**config.mk**
```make
export PLATFORM = sky130hd
export DESIGN_NAME = byte_word_merger
export DESIGN_NICKNAME = d
export VERILOG_FILES = /design/src/rtl/bwm_pkg.sv /design/src/rtl/bwm_reset_sync.sv /design/src/rtl/bwm_lane_buf.sv /design/src/rtl/bwm_erase_check.sv /design/src/rtl/byte_word_merger.sv
export SDC_FILE = /design/constraint.sdc
export NUM_CORES = 1
export LEC_CHECK = 0
export BUFFER_PORTS_ARGS = -buffer_cell sky130_fd_sc_hd__buf_4
export CAP_MARGIN = 10
export CORE_ASPECT_RATIO = 0.7
export CORE_MARGIN = 2
export CORE_UTILIZATION = 40
export DETAILED_ROUTE_END_ITERATION = 6
export PLACE_DENSITY = 0.65
export SYNTH_ARGS = -nofsm -noshare
export SYNTH_HDL_FRONTEND = slang
export SYNTH_SLANG_ARGS = --single-unit
```
**constraint.sdc**
```tcl
create_clock -name clk -period 4.71 [get_ports clk]
set_clock_uncertainty 0.2 [all_clocks]
set_input_delay 1.1775 -clock clk [delete_from_list [all_inputs] [get_ports clk]]
set_output_delay 1.1775 -clock clk [all_outputs]
set_load 0.03 [all_outputs]
```
**src/rtl/bwm_pkg.sv**
```systemverilog
package bwm_pkg;
  typedef enum logic [1:0] {
    ST_OK         = 2'd0,
    ST_NOT_ERASED = 2'd1,
    ST_TIMEOUT    = 2'd2,
    ST_PROTECTED  = 2'd3
  } bwm_status_e;

  typedef enum logic [2:0] {
    PH_IDLE,
    PH_READ,
    PH_FILL,
    PH_CHECK,
    PH_PROG
  } bwm_phase_e;
endpackage

```
**src/rtl/bwm_reset_sync.sv**
```systemverilog
module bwm_reset_sync (
  input  logic clk,
  input  logic rst_n,
  output logic rst_sync_n
);
  logic [1:0] sync_q;

  always_ff @(posedge clk or negedge rst_n) begin
    if (!rst_n) sync_q <= 2'b00;
    else        sync_q <= {sync_q[0], 1'b1};
  end

  assign rst_sync_n = sync_q[1];
endmodule

```
**src/rtl/bwm_lane_buf.sv**
```systemverilog
module bwm_lane_buf #(
  parameter int LANES = 4
) (
  input  logic                      clk,
  input  logic                      rst_n,
  input  logic                      load_en,
  input  logic [8*LANES-1:0]        load_word,
  input  logic                      put_en,
  input  logic [$clog2(LANES)-1:0]  put_lane,
  input  logic [7:0]                put_byte,
  output logic [8*LANES-1:0]        old_word,
  output logic [8*LANES-1:0]        new_word
);
  localparam int DW = 8 * LANES;
  localparam int OW = $clog2(LANES);

  logic [DW-1:0] old_q;

  always_ff @(posedge clk or negedge rst_n) begin
    if (!rst_n)       old_q <= '0;
    else if (load_en) old_q <= load_word;
  end

  assign old_word = old_q;

  for (genvar g = 0; g < LANES; g++) begin : g_lane
    logic [7:0] lane_q;
    always_ff @(posedge clk or negedge rst_n) begin
      if (!rst_n)                                lane_q <= '0;
      else if (load_en)                          lane_q <= load_word[8*g +: 8];
      else if (put_en && (put_lane == OW'(g)))   lane_q <= put_byte;
    end
    assign new_word[8*g +: 8] = lane_q;
  end
endmodule

```
**src/rtl/bwm_erase_check.sv**
```systemverilog
module bwm_erase_check #(
  parameter int DW = 32
) (
  input  logic [DW-1:0] new_word,
  input  logic [DW-1:0] old_word,
  output logic          writable
);
  assign writable = ((new_word & old_word) == new_word);
endmodule

```
**src/rtl/byte_word_merger.sv**
```systemverilog
module byte_word_merger
  import bwm_pkg::*;
#(
  parameter int AW    = 32,
  parameter int LW    = 16,
  parameter int LANES = 4
) (
  input  logic                 clk,
  input  logic                 rst_n,
  input  logic                 start,
  input  logic [AW-1:0]        start_addr,
  input  logic [LW-1:0]        byte_count,
  output logic                 busy,
  input  logic                 src_valid,
  input  logic [7:0]           src_byte,
  output logic                 src_ready,
  output logic                 rd_req,
  output logic [AW-1:0]        rd_addr,
  input  logic                 rd_ack,
  input  logic [8*LANES-1:0]   rd_data,
  output logic                 pg_req,
  output logic [AW-1:0]        pg_addr,
  output logic [8*LANES-1:0]   pg_data,
  input  logic                 pg_ack,
  input  logic [1:0]           pg_status,
  output logic                 done,
  output logic [1:0]           done_status
);
  localparam int DW = 8 * LANES;
  localparam int OW = $clog2(LANES);

  logic rst_sync_n;

  bwm_phase_e     phase_q, phase_d;
  logic [AW-1:0]  waddr_q, waddr_d;
  logic [OW-1:0]  lane_q, lane_d;
  logic [LW-1:0]  left_q, left_d;
  logic           done_q, done_d;
  logic [1:0]     dstat_q, dstat_d;

  logic           load_en, put_en, writable, last_byte;
  logic [DW-1:0]  old_word, new_word;

  bwm_reset_sync u_rst (
    .clk        (clk),
    .rst_n      (rst_n),
    .rst_sync_n (rst_sync_n)
  );

  assign load_en = (phase_q == PH_READ) && rd_ack;
  assign put_en  = (phase_q == PH_FILL) && src_valid;

  bwm_lane_buf #(.LANES(LANES)) u_buf (
    .clk       (clk),
    .rst_n     (rst_sync_n),
    .load_en   (load_en),
    .load_word (rd_data),
    .put_en    (put_en),
    .put_lane  (lane_q),
    .put_byte  (src_byte),
    .old_word  (old_word),
    .new_word  (new_word)
  );

  bwm_erase_check #(.DW(DW)) u_chk (
    .new_word (new_word),
    .old_word (old_word),
    .writable (writable)
  );

  assign last_byte = (lane_q == OW'(LANES - 1)) || (left_q == LW'(1));

  // next-state logic
  always_comb begin
    phase_d = phase_q;
    waddr_d = waddr_q;
    lane_d  = lane_q;
    left_d  = left_q;
    done_d  = 1'b0;
    dstat_d = dstat_q;
    case (phase_q)
      PH_IDLE: begin
        if (start) begin
          if (byte_count == '0) begin
            done_d  = 1'b1;
            dstat_d = ST_OK;
          end else begin
            phase_d = PH_READ;
            waddr_d = {start_addr[AW-1:OW], {OW{1'b0}}};
            lane_d  = start_addr[OW-1:0];
            left_d  = byte_count;
          end
        end
      end
      PH_READ: begin
        if (rd_ack) phase_d = PH_FILL;
      end
      PH_FILL: begin
        if (src_valid) begin
          left_d = left_q - LW'(1);
          lane_d = lane_q + OW'(1);
          if (last_byte) phase_d = PH_CHECK;
        end
      end
      PH_CHECK: begin
        if (!writable) begin
          done_d  = 1'b1;
          dstat_d = ST_NOT_ERASED;
          phase_d = PH_IDLE;
        end else begin
          phase_d = PH_PROG;
        end
      end
      PH_PROG: begin
        if (pg_ack) begin
          if (pg_status != 2'(ST_OK)) begin
            done_d  = 1'b1;
            dstat_d = pg_status;
            phase_d = PH_IDLE;
          end else if (left_q == '0) begin
            done_d  = 1'b1;
            dstat_d = ST_OK;
            phase_d = PH_IDLE;
          end else begin
            waddr_d = waddr_q + AW'(LANES);
            lane_d  = '0;
            phase_d = PH_READ;
          end
        end
      end
      default: phase_d = PH_IDLE;
    endcase
  end

  // state registers
  always_ff @(posedge clk or negedge rst_sync_n) begin
    if (!rst_sync_n) begin
      phase_q <= PH_IDLE;
      waddr_q <= '0;
      lane_q  <= '0;
      left_q  <= '0;
      done_q  <= 1'b0;
      dstat_q <= '0;
    end else begin
      phase_q <= phase_d;
      waddr_q <= waddr_d;
      lane_q  <= lane_d;
      left_q  <= left_d;
      done_q  <= done_d;
      dstat_q <= dstat_d;
    end
  end

  assign busy        = (phase_q != PH_IDLE);
  assign src_ready   = (phase_q == PH_FILL);
  assign rd_req      = (phase_q == PH_READ);
  assign rd_addr     = waddr_q;
  assign pg_req      = (phase_q == PH_PROG);
  assign pg_addr     = waddr_q;
  assign pg_data     = new_word;
  assign done        = done_q;
  assign done_status = dstat_q;
endmodule

```
After elaboration in Yosys (flattened, before gate mapping)
Index checks and enable logic that the tools add are counted.
{"block": "classes", "n_addsub": 3, "n_eq_ne": 20, "mux": 49, "bitwise": 1, "reduce_logical": 26}
{"cell": "2-to-1 mux 32 bit", "count": 5}
{"cell": "2-to-1 mux 8 bit", "count": 8}
{"cell": "case mux 32 bit (2 select lines)", "count": 1}
{"cell": "2-to-1 mux 16 bit", "count": 3}
{"cell": "adder 32 x 3 -> 32 bit, second input constant", "count": 1}
{"cell": "bitwise AND 32 bit", "count": 1}
{"cell": "equality test 32 bit", "count": 1}
{"cell": "zero test 16 bit", "count": 2}
{"cell": "case mux 16 bit (2 select lines)", "count": 1}
{"cell": "2-to-1 mux 2 bit", "count": 12}
{"cell": "2-to-1 mux 3 bit", "count": 7}
{"cell": "AND reduction 6 bit", "count": 3}
{"cell": "equality test 16 x 1 -> 1 bit, second input constant", "count": 1}
{"cell": "subtractor 16 x 1 -> 16 bit, second input constant", "count": 1}
{"cell": "case mux 3 bit (5 select lines)", "count": 1}
{"cell": "inequality test 2 bit, second input constant", "count": 7}
{"cell": "nonzero test 2 bit", "count": 7}
{"cell": "case mux 2 bit (3 select lines)", "count": 2}
{"cell": "nonzero test 3 bit", "count": 3}
{"cell": "2-to-1 mux 1 bit", "count": 8}
{"cell": "AND reduction 7 bit", "count": 1}
{"cell": "equality test 3 x 2 -> 1 bit, second input constant", "count": 2}
{"cell": "logical AND 1 bit", "count": 6}
{"cell": "inequality test 2 x 1 -> 1 bit, second input constant", "count": 3}
{"cell": "11 further kinds", "count": 12}
{"block": "totals", "register_bits": 122, "inputBits": 96, "wordCells": 111}

Longest topological paths before layout
{"block": "logic_depth", "ltp_word": 5, "mapped_depth": 8}

Cells and area by module
From an unflattened synthesis, not the netlist that was laid out.
{"block": "unflattened", "hier_cells": 761, "hier_area_um2": 6762.7}
{"module": "byte_word_merger", "n_inst": 1, "cells_per_inst": 458, "area_per_inst_um2": 3753.6, "seq_area_each_um2": 1351.3}
{"module": "bwm_lane_buf", "n_inst": 1, "cells_per_inst": 247, "area_per_inst_um2": 2701.3, "seq_area_each_um2": 1601.5}
{"module": "bwm_erase_check", "n_inst": 1, "cells_per_inst": 53, "area_per_inst_um2": 254.0, "seq_area_each_um2": 0.0}
{"module": "bwm_reset_sync", "n_inst": 1, "cells_per_inst": 3, "area_per_inst_um2": 53.8, "seq_area_each_um2": 50.0}

Worst setup path after synthesis
No wires, ideal clock.
{"block": "synth_timing", "kind": "register to output", "startpoint": "register phase_q[1]", "endpoint": "output pg_req", "arrival_time_ps": 1480, "path_slack_ps": 1853, "path_stages_with_launch": 5, "n_path_buf": 2, "path_cell_list": "dfrtp_1 buf_2 or3b_1 inv_2 clkbuf_1"}
{"block": "synth_via", "elab_chain_len": 1}
{"item": "from (decl)", "line": "byte_word_merger.sv:34", "source": "bwm_phase_e phase_q, phase_d;"}
{"item": "from (signal assigned)", "line": "byte_word_merger.sv:145", "source": "phase_q <= phase_d;"}
{"item": "equality test 3 bit", "line": "byte_word_merger.sv:158", "source": "assign pg_req = (phase_q == PH_PROG);"}
{"item": "to (decl)", "line": "byte_word_merger.sv:21", "source": "output logic pg_req,"}
Every way passes these cells.

Worst setup path in the final report
{"block": "layout_timing", "startpoint": "register phase_q[0]", "endpoint": "output src_ready"}
{"block": "layout_via", "elab_chain_len": 1}
{"item": "equality test 3 x 2 -> 1 bit", "line": "byte_word_merger.sv:155", "source": "assign src_ready = (phase_q == PH_FILL);"}
{"item": "to (decl)", "line": "byte_word_merger.sv:16", "source": "output logic src_ready,"}
Every way passes these cells.

==> results.py <==
metrics = {
    "logic_synthesis": {
        "synthTopCellsByArea": "dfrtp_1 (44%), nand2_1 (7.7%), buf_4 (4.3%)",
        "async_flop_share": 1.00,
        "yosysSeqAreaShare": 0.444,
        "synth_edf_count": 0,
        "yosys.area.top_type": "dfrtp_1",
        "avgSynthCellArea_um2": 8.84,
        "netlist_area_mm2": 0.00676,
        "synth_cell_types": 63,
        "syn_inst": 765,
        "yosys.cell_count.top_type": "nand2_1",
        "ys_warn_count": 0,
        "ys_seq_elements": 120,
        "synth_common_cells": "nand2_1 (138), dfrtp_1 (120), o21ai_0 (54), buf_4 (39), nor2_1 (36)",
        "synth_top_area_frac": 0.444,
        "ys.flop_type": "dfrtp_1",
    },
    "grt": {
        "grt_max_degree": 57,
        "grt_pass1_wl_um": 32700,
        "busiest_layer": "met1",
        "grtUsageMet3": 0.0517,
        "grt_overflow": 0,
        "grt.total_usage": 0.230,
        "met1_usage": 0.350,
        "antenna_found_initial": 1,
        "use_met2": 0.328,
        "grt_pass1_vias": 5995,
    },
    "layout": {
        "syn_to_final_growth_pct": 29.6,
        "seq_area_mm2": 0.00301,
        "drive_above_1_share": 0.275,
        "fin_nets": 1019,
        "n_fill_cell": 1556,
        "multiInputGateArea_mm2": 0.00319,
        "antennaDiodeCount": 0,
    },
    "sta": {
        "maxSlewViolCount": 0,
        "period_share": 0.704,
        "tightestPinTransition_ps": 1110,
        "hold_viol_final": 0,
        "rsz0062_at_grt": "false",
        "fin_ws_ps": 1390,
        "finalCriticalPeriod_ps": 3320,
        "max_freq_mhz": 302,
        "finalSetupViolCount": 0,
        "fin_setup_tns_ps": 0,
        "slew_headroom": 0.256,
    },
    "placement": {
        "hpwl_um": 14700,
        "gp_congestion": 0.854,
        "port_buffers": 194,
        "pre_cts_slack_ps": 1240,
    },
    "worst_setup_path": {
        "crit_path_max_fanout": 28,
        "cp-start-kind": "flip-flop",
        "worstRegToRegCells": 7,
        "required_ps": 3330,
        "r2r_start": "phase_q[1]",
        "reg2reg_slack_ps": 1850,
        "critPathKind": "reg2out",
        "endpoint_kind": "primary output",
        "crit_path_start": "phase_q[0]",
        "r2r-end": "done_status[1]",
        "worst_ep_arrival_time_ps": 1940,
    },
    "clock_tree": {
        "clock_latency_ps": 410,
        "ctsResizeCount": 0,
        "post_cts_buffers": 0,
        "clk_pin_slew_ps": 60,
        "htree_levels": 4,
        "ctsHoldBuffers": 0,
        "clk_path_buf_depth": 2,
        "cts.sinks": 120,
        "cts_buffers": 17,
        "cts_root_buf": "clkbuf_16",
        "cts_tree": "done",
    },
    "power_and_ir_drop": {
        "irDropWorstVdd_uv": 308,
        "p_per_area_mw_per_mm2": 733,
        "p_leak_nw": 4.21,
    },
    "routing": {
        "drt-initial-drc-count": 475,
        "wl_per_cell_um": 18.2,
        "via_count": 6338,
        "drtAntennaViolNets": 0,
        "vias_per_cell": 5.50,
        "drc": 0,
        "wl_um": 20900,
        "drt_pre_antenna_iters": 5,
    },
    "flow_run": {
        "cap_violations": 0,
    },
    "floorplan": {
        "die_h_um": 113,
        "rows": 39,
        "ios": 199,
        "dieArea_mm2": 0.0180,
        "start_util": 0.411,
        "coreArea_mm2": 0.0164,
        "die_w_um": 159,
    },
    "hold_path": {
        "hp-class": "reg2async",
    },
    "outcome": {
        "outcome": "completed",
    },
}
worst max-delay path by stage:
stage,to,slack (ps)
after floorplan,done,920
after global placement,left_q[11],1300
after detailed placement,left_q[12],1240
after CTS,src_ready,1420
after global routing,src_ready,1270
final,src_ready,1390
metal layers:
layer,share of wire,routed length [um]
met1,0.50,10400
met2,0.43,8910
met3,0.066,1380
met4,0.010,219
met5,0.00076,16
cells by family after synthesis:
family | count (synthesis) | share of synthesized area
other | 2 | 0.00111
AOI/OAI and AO/OA | 204 | 0.206
adders and majority gates | 8 | 0.0148
muxes | 27 | 0.0400
DFF | 120 | 0.444
buffers and inverters | 112 | 0.0877
and+or+nand+nor | 292 | 0.207
metrics by stage:
stage / instances / hold WS [ps] / area [um2] / total power, W / util
3_5_place_dp: 1121 / 136 / 8150 / 0.00503 / 0.495
3_3_place_gp: 1121 / 136 / 8150 / 0.00499 / 0.495
4_1_cts: 1153 / 150 / 8770 / 0.00644 / 0.533
5_1_grt: 1153 / 159 / 8770 / 0.00679 / 0.533
6_report: 1153 / 139 / 8770 / 0.00643 / 0.533
2_1_floorplan: 768 / 131 / 6770 / 0.00409 / -
cell type report:
class / count / area share
Multi-Input combinational cell: 536 / 0.364
Inverter: 35 / 0.0150
Clock buffer: 18 / 0.0490
Tap cell: 225 / 0.0321
Sequential cell: 120 / 0.343
Timing Repair Buffer: 205 / 0.176
Clock inverter: 14 / 0.0217
sequential cells by signal (all words and copies together), names as in the netlist:
| register | count |
|---|---|
| pg_addr | 30 |
| u_buf.g_lane.lane_q | 32 |
| u_rst.sync_q | 2 |
| lane_q | 2 |
| done_status | 2 |
| phase_q | 3 |
| done | 1 |
| left_q | 16 |
| u_buf.old_word | 32 |
cells in the final DEF (no fill, tap or decap), drive strengths merged, types with 7 or more instances in the layout:
master	n
buf	205
nand2	138
dfrtp	120
o21ai	56
inv	40
nor2	36
nor3	34
mux2i	27
o22ai	24
a2bb2oi	23
a31oi	22
clkbuf	18
nand3	17
a21oi	17
nand2b	13
nor4	13
nand4	12
a211oi	11
o22a	10
ha	8
a41oi	7
power by group:
part	switching, W	internal (W)	total, W
registers	0.000531	0.00151	0.00204
logic	0.00185	0.00116	0.00301
clock network	0.000530	0.000849	0.00138
total	0.00291	0.00351	0.00643
critical path, cell delays in order, from the launching register on:
cell and delay, ps:
dfrtp_1 490, nor2_1 270, nand2_1 120, inv_2 390, buf_4 250
Note: power is estimated with default switching activity, not from simulation.
